==> config.mk <==
export PLATFORM = sky130hd
export DESIGN_NAME = mphase_deskew
export DESIGN_NICKNAME = d
export VERILOG_FILES = /design/src/rtl/mds_pkg.sv /design/src/rtl/mds_prbs_chk.sv /design/src/rtl/mds_ctrl.sv /design/src/rtl/mds_lane.sv /design/src/rtl/mphase_deskew.sv
export SDC_FILE = /design/constraint.sdc
export NUM_CORES = 2
export LEC_CHECK = 0
export BUFFER_PORTS_ARGS = -buffer_cell sky130_fd_sc_hd__buf_4
export CELL_PAD_IN_SITES_DETAIL_PLACEMENT = 1
export CELL_PAD_IN_SITES_GLOBAL_PLACEMENT = 1
export CORE_ASPECT_RATIO = 1.25
export CORE_MARGIN = 5
export CORE_UTILIZATION = 30
export DETAILED_ROUTE_END_ITERATION = 10
export PLACE_DENSITY_LB_ADDON = 0.12
export RECOVER_POWER = 25
export SLEW_MARGIN = 20
export SYNTH_ARGS = -nofsm -noshare
export SYNTH_HDL_FRONTEND = slang
export SYNTH_SLANG_ARGS = --single-unit
==> constraint.sdc <==
create_clock -name clk_i -period 30.9 [get_ports clk_i]
set_input_delay 6.18 -clock clk_i [delete_from_list [all_inputs] [get_ports clk_i]]
set_output_delay 6.18 -clock clk_i [all_outputs]
set_load 0.01 [all_outputs]
==> src/rtl/mds_pkg.sv <==
package mds_pkg;
  localparam int unsigned NPH = 8;
  localparam int unsigned PW  = $clog2(NPH);

  typedef struct packed {
    logic [PW:0]   len;
    logic [PW-1:0] ctr;
  } win_t;

  // Longest circular run of ones in ok; centre index, lowest centre on ties.
  function automatic win_t pick_window(input logic [NPH-1:0] ok);
    win_t best;
    int   run_len;
    int   ctr;
    bit   going;
    best = '0;
    if (&ok) begin
      best.len = (PW+1)'(NPH);
      best.ctr = PW'((NPH - 1) / 2);
    end else begin
      for (int s = 0; s < NPH; s++) begin
        if (ok[s] && !ok[(s + NPH - 1) % NPH]) begin
          run_len = 0;
          going   = 1'b1;
          for (int i = 0; i < NPH; i++) begin
            if (going && ok[(s + i) % NPH]) run_len++;
            else going = 1'b0;
          end
          ctr = (s + (run_len - 1) / 2) % NPH;
          if (run_len > int'(best.len) ||
              (run_len == int'(best.len) && ctr < int'(best.ctr))) begin
            best.len = (PW+1)'(run_len);
            best.ctr = PW'(ctr);
          end
        end
      end
    end
    return best;
  endfunction
endpackage

==> src/rtl/mds_prbs_chk.sv <==
module mds_prbs_chk (
  input  logic clk_i,
  input  logic rst_ni,
  input  logic clr_i,
  input  logic shift_en_i,
  input  logic cmp_en_i,
  input  logic bit_i,
  output logic err_o
);
  logic [6:0] hist_q, hist_d;
  logic       err_q, err_d;
  logic       predict;

  assign predict = hist_q[6] ^ hist_q[5];

  always_comb begin
    hist_d = hist_q;
    err_d  = err_q;
    if (clr_i) begin
      err_d = 1'b0;
    end else if (shift_en_i) begin
      hist_d = {hist_q[5:0], bit_i};
      if (cmp_en_i && ((bit_i != predict) || (hist_q == '0))) err_d = 1'b1;
    end
  end

  always_ff @(posedge clk_i or negedge rst_ni) begin
    if (!rst_ni) begin
      hist_q <= '0;
      err_q  <= 1'b1;
    end else begin
      hist_q <= hist_d;
      err_q  <= err_d;
    end
  end

  assign err_o = err_q;

  // an error flag stays set until a new training pass clears it
  a_r3_err_sticky: assert property (@(posedge clk_i) disable iff (!rst_ni)
    (err_q && !clr_i) |=> err_q);
endmodule

==> src/rtl/mds_ctrl.sv <==
module mds_ctrl #(
  parameter int unsigned SEED = 7,
  parameter int unsigned NCMP = 256
) (
  input  logic clk_i,
  input  logic rst_ni,
  input  logic cal_i,
  output logic train_o,
  output logic cmp_o,
  output logic eval_o,
  output logic run_o
);
  localparam int unsigned LAST = SEED + NCMP - 1;
  localparam int unsigned CW   = $clog2(LAST + 1);

  typedef enum logic [1:0] {S_IDLE, S_TRAIN, S_EVAL, S_RUN} state_e;

  state_e        state_q, state_d;
  logic [CW-1:0] cnt_q, cnt_d;

  always_comb begin
    state_d = state_q;
    cnt_d   = cnt_q;
    if (cal_i) begin
      state_d = S_TRAIN;
      cnt_d   = '0;
    end else begin
      case (state_q)
        S_TRAIN: begin
          cnt_d = cnt_q + 1'b1;
          if (cnt_q == CW'(LAST)) state_d = S_EVAL;
        end
        S_EVAL:  state_d = S_RUN;
        default: state_d = state_q;
      endcase
    end
  end

  always_ff @(posedge clk_i or negedge rst_ni) begin
    if (!rst_ni) begin
      state_q <= S_IDLE;
      cnt_q   <= '0;
    end else begin
      state_q <= state_d;
      cnt_q   <= cnt_d;
    end
  end

  assign train_o = (state_q == S_TRAIN);
  assign cmp_o   = train_o && (cnt_q >= CW'(SEED));
  assign eval_o  = (state_q == S_EVAL);
  assign run_o   = (state_q == S_RUN);

  // evaluation follows only the last compare cycle
  a_r2_eval_after_train: assert property (@(posedge clk_i) disable iff (!rst_ni)
    (eval_o && !$past(cal_i)) |-> $past(train_o));
endmodule

==> src/rtl/mds_lane.sv <==
module mds_lane
  import mds_pkg::*;
#(
  parameter int unsigned MIN_WIN = 3
) (
  input  logic           clk_i,
  input  logic           rst_ni,
  input  logic           cal_i,
  input  logic           train_i,
  input  logic           cmp_i,
  input  logic           eval_i,
  input  logic           run_i,
  input  logic [NPH-1:0] samp_i,
  output logic           data_o,
  output logic           lock_o,
  output logic [PW-1:0]  phase_o
);
  logic [NPH-1:0] err;
  win_t           win;
  logic           win_ok;
  logic           lock_q, lock_d;
  logic [PW-1:0]  phase_q, phase_d;
  logic           data_q, data_d;

  for (genvar p = 0; p < NPH; p++) begin : g_chk
    mds_prbs_chk u_chk (
      .clk_i      (clk_i),
      .rst_ni     (rst_ni),
      .clr_i      (cal_i),
      .shift_en_i (train_i),
      .cmp_en_i   (cmp_i),
      .bit_i      (samp_i[p]),
      .err_o      (err[p])
    );
  end

  assign win    = pick_window(~err);
  assign win_ok = (win.len >= (PW+1)'(MIN_WIN));

  always_comb begin
    lock_d  = lock_q;
    phase_d = phase_q;
    if (cal_i) begin
      lock_d = 1'b0;
    end else if (eval_i) begin
      lock_d = win_ok;
      if (win_ok) phase_d = win.ctr;
    end
    data_d = (run_i && !cal_i && lock_q) ? samp_i[phase_q] : 1'b0;
  end

  always_ff @(posedge clk_i or negedge rst_ni) begin
    if (!rst_ni) begin
      lock_q  <= 1'b0;
      phase_q <= '0;
      data_q  <= 1'b0;
    end else begin
      lock_q  <= lock_d;
      phase_q <= phase_d;
      data_q  <= data_d;
    end
  end

  assign data_o  = data_q;
  assign lock_o  = lock_q;
  assign phase_o = phase_q;

  // a locked lane has at least MIN_WIN clean phases
  a_r6_lock_min: assert property (@(posedge clk_i) disable iff (!rst_ni)
    lock_q |-> ($countones(~err) >= MIN_WIN));
  // a locked lane never sits on an erroneous phase
  a_r4_clean_phase: assert property (@(posedge clk_i) disable iff (!rst_ni)
    lock_q |-> !err[phase_q]);
  // failed evaluation leaves the phase alone
  a_r6_hold_phase: assert property (@(posedge clk_i) disable iff (!rst_ni)
    (eval_i && !cal_i && !win_ok) |=> $stable(phase_q));
  // unlocked lane outputs zero
  a_r8_unlocked_zero: assert property (@(posedge clk_i) disable iff (!rst_ni)
    !lock_q |-> !data_q);
endmodule

==> src/rtl/mphase_deskew.sv <==
module mphase_deskew
  import mds_pkg::*;
#(
  parameter int unsigned NLANES  = 8,
  parameter int unsigned NCMP    = 256,
  parameter int unsigned MIN_WIN = 3
) (
  input  logic                 clk_i,
  input  logic                 rst_ni,
  input  logic                 cal_i,
  input  logic [NLANES*NPH-1:0] samp_i,
  output logic [NLANES-1:0]    data_o,
  output logic                 valid_o,
  output logic [NLANES-1:0]    lock_o,
  output logic [NLANES*PW-1:0] phase_o
);
  localparam int unsigned SEED = 7;

  logic train, cmp, eval, run;
  logic valid_q, valid_d;

  mds_ctrl #(.SEED(SEED), .NCMP(NCMP)) u_ctrl (
    .clk_i   (clk_i),
    .rst_ni  (rst_ni),
    .cal_i   (cal_i),
    .train_o (train),
    .cmp_o   (cmp),
    .eval_o  (eval),
    .run_o   (run)
  );

  for (genvar l = 0; l < NLANES; l++) begin : g_lane
    mds_lane #(.MIN_WIN(MIN_WIN)) u_lane (
      .clk_i   (clk_i),
      .rst_ni  (rst_ni),
      .cal_i   (cal_i),
      .train_i (train),
      .cmp_i   (cmp),
      .eval_i  (eval),
      .run_i   (run),
      .samp_i  (samp_i[l*NPH +: NPH]),
      .data_o  (data_o[l]),
      .lock_o  (lock_o[l]),
      .phase_o (phase_o[l*PW +: PW])
    );
  end

  assign valid_d = run && !cal_i;

  always_ff @(posedge clk_i or negedge rst_ni) begin
    if (!rst_ni) valid_q <= 1'b0;
    else         valid_q <= valid_d;
  end

  assign valid_o = valid_q;

  // calibration request removes valid on the next edge
  a_r2_cal_drops_valid: assert property (@(posedge clk_i) disable iff (!rst_ni)
    cal_i |=> !valid_o);
  // data is quiet whenever it is not valid
  a_r2_quiet_data: assert property (@(posedge clk_i) disable iff (!rst_ni)
    !valid_o |-> (data_o == '0));
  // lock never appears during training
  a_r6_no_lock_in_train: assert property (@(posedge clk_i) disable iff (!rst_ni)
    train |-> (lock_o == '0));
endmodule

==> impl_metrics.env <==
export IMPL_drc=0
export IMPL_hold_ws_ps=513
export IMPL_crit_path_top_delay_cell="dfstp_2"
export IMPL_ioPinCount=108
export IMPL_period_minus_slack_ps=20930
export IMPL_power_share_combinational_pct=72.3
export IMPL_syn_avg_cell_area_um2=8.33
export IMPL_crit_top_cell="ha_1"
export IMPL_mostFrequentLayoutCells="nor2_1, ha_1, nand2_1"
export IMPL_grt_max_degree=164
export IMPL_viasPerCell=5.34
export IMPL_report_final_slew_viol_count=365
export IMPL_die_w_um=431
export IMPL_ys_seq_area_share_pct=21.4
export IMPL_ys_types=128
export IMPL_ys_ff_latch=564
export IMPL_antenna_found_initial=7
export IMPL_die_area_mm2=0.231
export IMPL_initial_core_util_pct=30.1
export IMPL_n_fill_cell=26200
export IMPL_required_ps=31450
export IMPL_finalHoldViolations=0
export IMPL_path_class="register to register"
export IMPL_pwr_share_seq_pct=15.3
export IMPL_grt_pass1_wl_um=340000
export IMPL_synth_edf_count=0
export IMPL_cts_htree_levels=3
export IMPL_power_density_mw_per_mm2=94.4
export IMPL_status="finished with violations"
export IMPL_internal_power_w=0.00356
export IMPL_coreArea_mm2=0.221
export IMPL_drive_gt1_share_pct=14.1
export IMPL_area_delta_synth_final_pct=9.00
export IMPL_p_leak_nw=30.7
export IMPL_clock_latency_ps=690
export IMPL_wl_um=211000
export IMPL_grt_usage_pct=17.8
export IMPL_first_global_vias=61900
export IMPL_clock_skew_ps=30.3
export IMPL_crit_start="g_lane[6].u_lane.g_chk[1].u_chk.err_o"
export IMPL_worstHoldStart="g_lane[0].u_lane.g_chk[0].u_chk.hist_q[4]"
export IMPL_clkPwrFrac_pct=12.4
export IMPL_synthCells=7972
export IMPL_switching_share_pct=47.9
export IMPL_cap_violations=7
export IMPL_finalSetupViolCount=0
export IMPL_cp_max_fo=27
export IMPL_die_h_um=536
export IMPL_async_reset_ff_share_pct=100
export IMPL_nets=8742
export IMPL_clock_fmax_mhz=47.8
export IMPL_fin_setup_tns_ps=0
export IMPL_violations="max-capacitance violations, max-slew violations"
export IMPL_cts_setup_buffers=0
export IMPL_clk_pin_slew_ps=60
export IMPL_slew_headroom_pct=-217
export IMPL_gp_congestion=0.831
export IMPL_syn_nets=8820
export IMPL_cts_resized=0
export IMPL_wire_per_inst_um=19.4
export IMPL_cts_path_max_buffers=3
export IMPL_numCtsBuffers=70
export IMPL_rows=193
export IMPL_cts_sinks=564
export IMPL_diodes=0
export IMPL_port_buffers=107
export IMPL_reg2reg_from="g_lane[6].u_lane.g_chk[1].u_chk.err_o"
export IMPL_final_common_cell="nor2_1"
export IMPL_ys_warn_count=0
export IMPL_place_hpwl_um=168000
export IMPL_min_period_over_period_pct=67.7
export IMPL_cts_tree="yes"
export IMPL_ys_flop_type="dfrtp_1"
export IMPL_ir_drop_mv=0.0480
export IMPL_drtPass1Iterations=5
export IMPL_cts_root_buf="clkbuf_16"
export IMPL_critPathLaunchType="register"
export IMPL_switchingPower_w=0.00328
export IMPL_cp_arrival_ps=21480
export IMPL_holdBufCountCts=0
export IMPL_antenna_left=0
export IMPL_hp_class="register to register"
export IMPL_grt_overflow=0
export IMPL_tightestPinTransition_ps=4760
export IMPL_initialDrtViolationCount=2166
export IMPL_via_count=58000
export IMPL_syn_area_mm2=0.0664
export IMPL_cp_slowest_stage_delay_ps=870
export IMPL_rsz0062_at_grt="no"
export IMPL_crit_path_end_kind="register"
[kinds of logic after synthesis]
| family | share of synthesized area, % |
|---|---|
| flip-flops | 21.4 |
| XOR/XNOR | 9.09 |
| AO/OA/AOI/OAI | 16.8 |
| other | 0.00565 |
| buffers and inverters | 4.49 |
| multiplexers | 13.0 |
| AND/OR/NAND/NOR | 19.8 |
| adder cells (fa/ha/maj) | 15.5 |
[worst paths after layout]
kind / to / slack (ps) / depth (start not counted)
hold reg to reg: g_lane[0].u_lane.g_chk[0].u_chk.hist_q[5] / 510 / 1
setup / recovery: g_lane[6].u_lane.phase_o[2] / 9970 / 89
min in group asynchronous: g_lane[4].u_lane.g_chk[3].u_chk.hist_q[0] / 7210 / 1
max in group asynchronous: g_lane[2].u_lane.g_chk[0].u_chk.hist_q[3] / 18140 / 2
setup reg to reg: g_lane[6].u_lane.phase_o[2] / 9970 / 89
hold / removal: g_lane[0].u_lane.g_chk[0].u_chk.hist_q[5] / 510 / 1
[layout make-up]
cell class / count / area, µm² / area share, %
multi-input cells: 6652 / 49300 / 68.1
clock buffers: 100 / 1990 / 2.76
flip-flops and latches: 564 / 14200 / 19.6
well taps: 2925 / 3660 / 5.06
inverters: 449 / 1690 / 2.33
repair buffers: 157 / 1200 / 1.66
clock inverters: 28 / 363 / 0.501
[metal layers]
| layer | vias up | global-route usage, % | wire length (µm) |
|---|---|---|---|
| met3 | 194 | 1.38 | 3340 |
| li1 | 28500 | - | - |
| met1 | 28900 | 21.8 | 94100 |
| met5 | - | 0 | 0 |
| met2 | 415 | 33.8 | 109000 |
| met4 | 0 | 3.59 | 3780 |
[metrics by stage]
| stage | setup WS [ps] | total power [W] | utilization [%] | cell area [µm²] | std cells |
|---|---|---|---|---|---|
| finish | 9970 | 0.00683 | 32.8 | 72400 | 10900 |
| global route | 7940 | 0.00765 | 32.8 | 72400 | 10900 |
| CTS | 9930 | 0.00695 | 32.8 | 72400 | 10900 |
| detailed placement | 10050 | 0.00604 | 31.7 | 70000 | 10700 |
| global placement | 10530 | 0.00584 | 31.7 | 70000 | 10700 |
| floorplan | 12860 | 0.00488 | - | 66400 | 7972 |
[critical path: cells and delay by family, from the launching register on]
kind,cells,cell delay [ps]
adders and majority gates,15,4430
AOI/OAI and AO/OA,37,9890
and+or+nand+nor,26,3450
xor gates and xnor gates,2,320
buffers and inverters,6,710
DFF,1,870
muxes,3,1130
[sequential cells by signal, summed over array words and instances, names as in the netlist]
signal                            cells
valid_o                               1
u_ctrl.state_q                        2
g_lane.u_lane.g_chk.u_chk.err_o      64
g_lane.u_lane.g_chk.u_chk.hist_q    448
g_lane.u_lane.lock_o                  8
u_ctrl.cnt_q                          9
g_lane.u_lane.phase_o                24
g_lane.u_lane.data_o                  8
[cell usage after synthesis (34+ instances only)]
cell      instances  area share, %
a211oi_1        191            2.2
a21boi_0         70           0.79
a21o_1           83           0.94
a21oi_1         355            2.7
a31oi_1          62           0.58
and2_1           75           0.71
and3_1           72           0.68
buf_1            36           0.20
clkbuf_1        216            1.2
dfrtp_1         500             19
dfstp_2          64            2.5
ha_1            781             15
inv_1           437            2.5
maj3_1           51           0.77
mux2_2          605             10
mux2i_1         131            2.0
nand2_1         729            4.1
nand2b_1         66           0.62
nand3_1         220            1.7
nand4_1          97           0.91
nor2_1          816            4.6
nor2b_1         149            1.4
nor3_1          252            1.9
nor4_1           42           0.40
o211ai_1         41           0.46
o21a_1          157            1.8
o21ai_0         278            2.1
o22ai_1          79           0.74
o31ai_1          34           0.38
or2_2            66           0.62
or3_1            51           0.48
xnor2_1         428            5.6
xor2_1          213            2.8
[power by group through the flow]
stage          Combinational, W  Sequential (W)  Clock [W]
2_1_floorplan           0.00387         0.00101          0
3_3_place_gp            0.00479         0.00105          0
3_5_place_dp            0.00497         0.00106          0
4_1_cts                 0.00501         0.00105   0.000885
5_1_grt                 0.00566         0.00108   0.000914
6_report                0.00494         0.00105   0.000846
No activity file was read; power rests on OpenSTA's default activity.
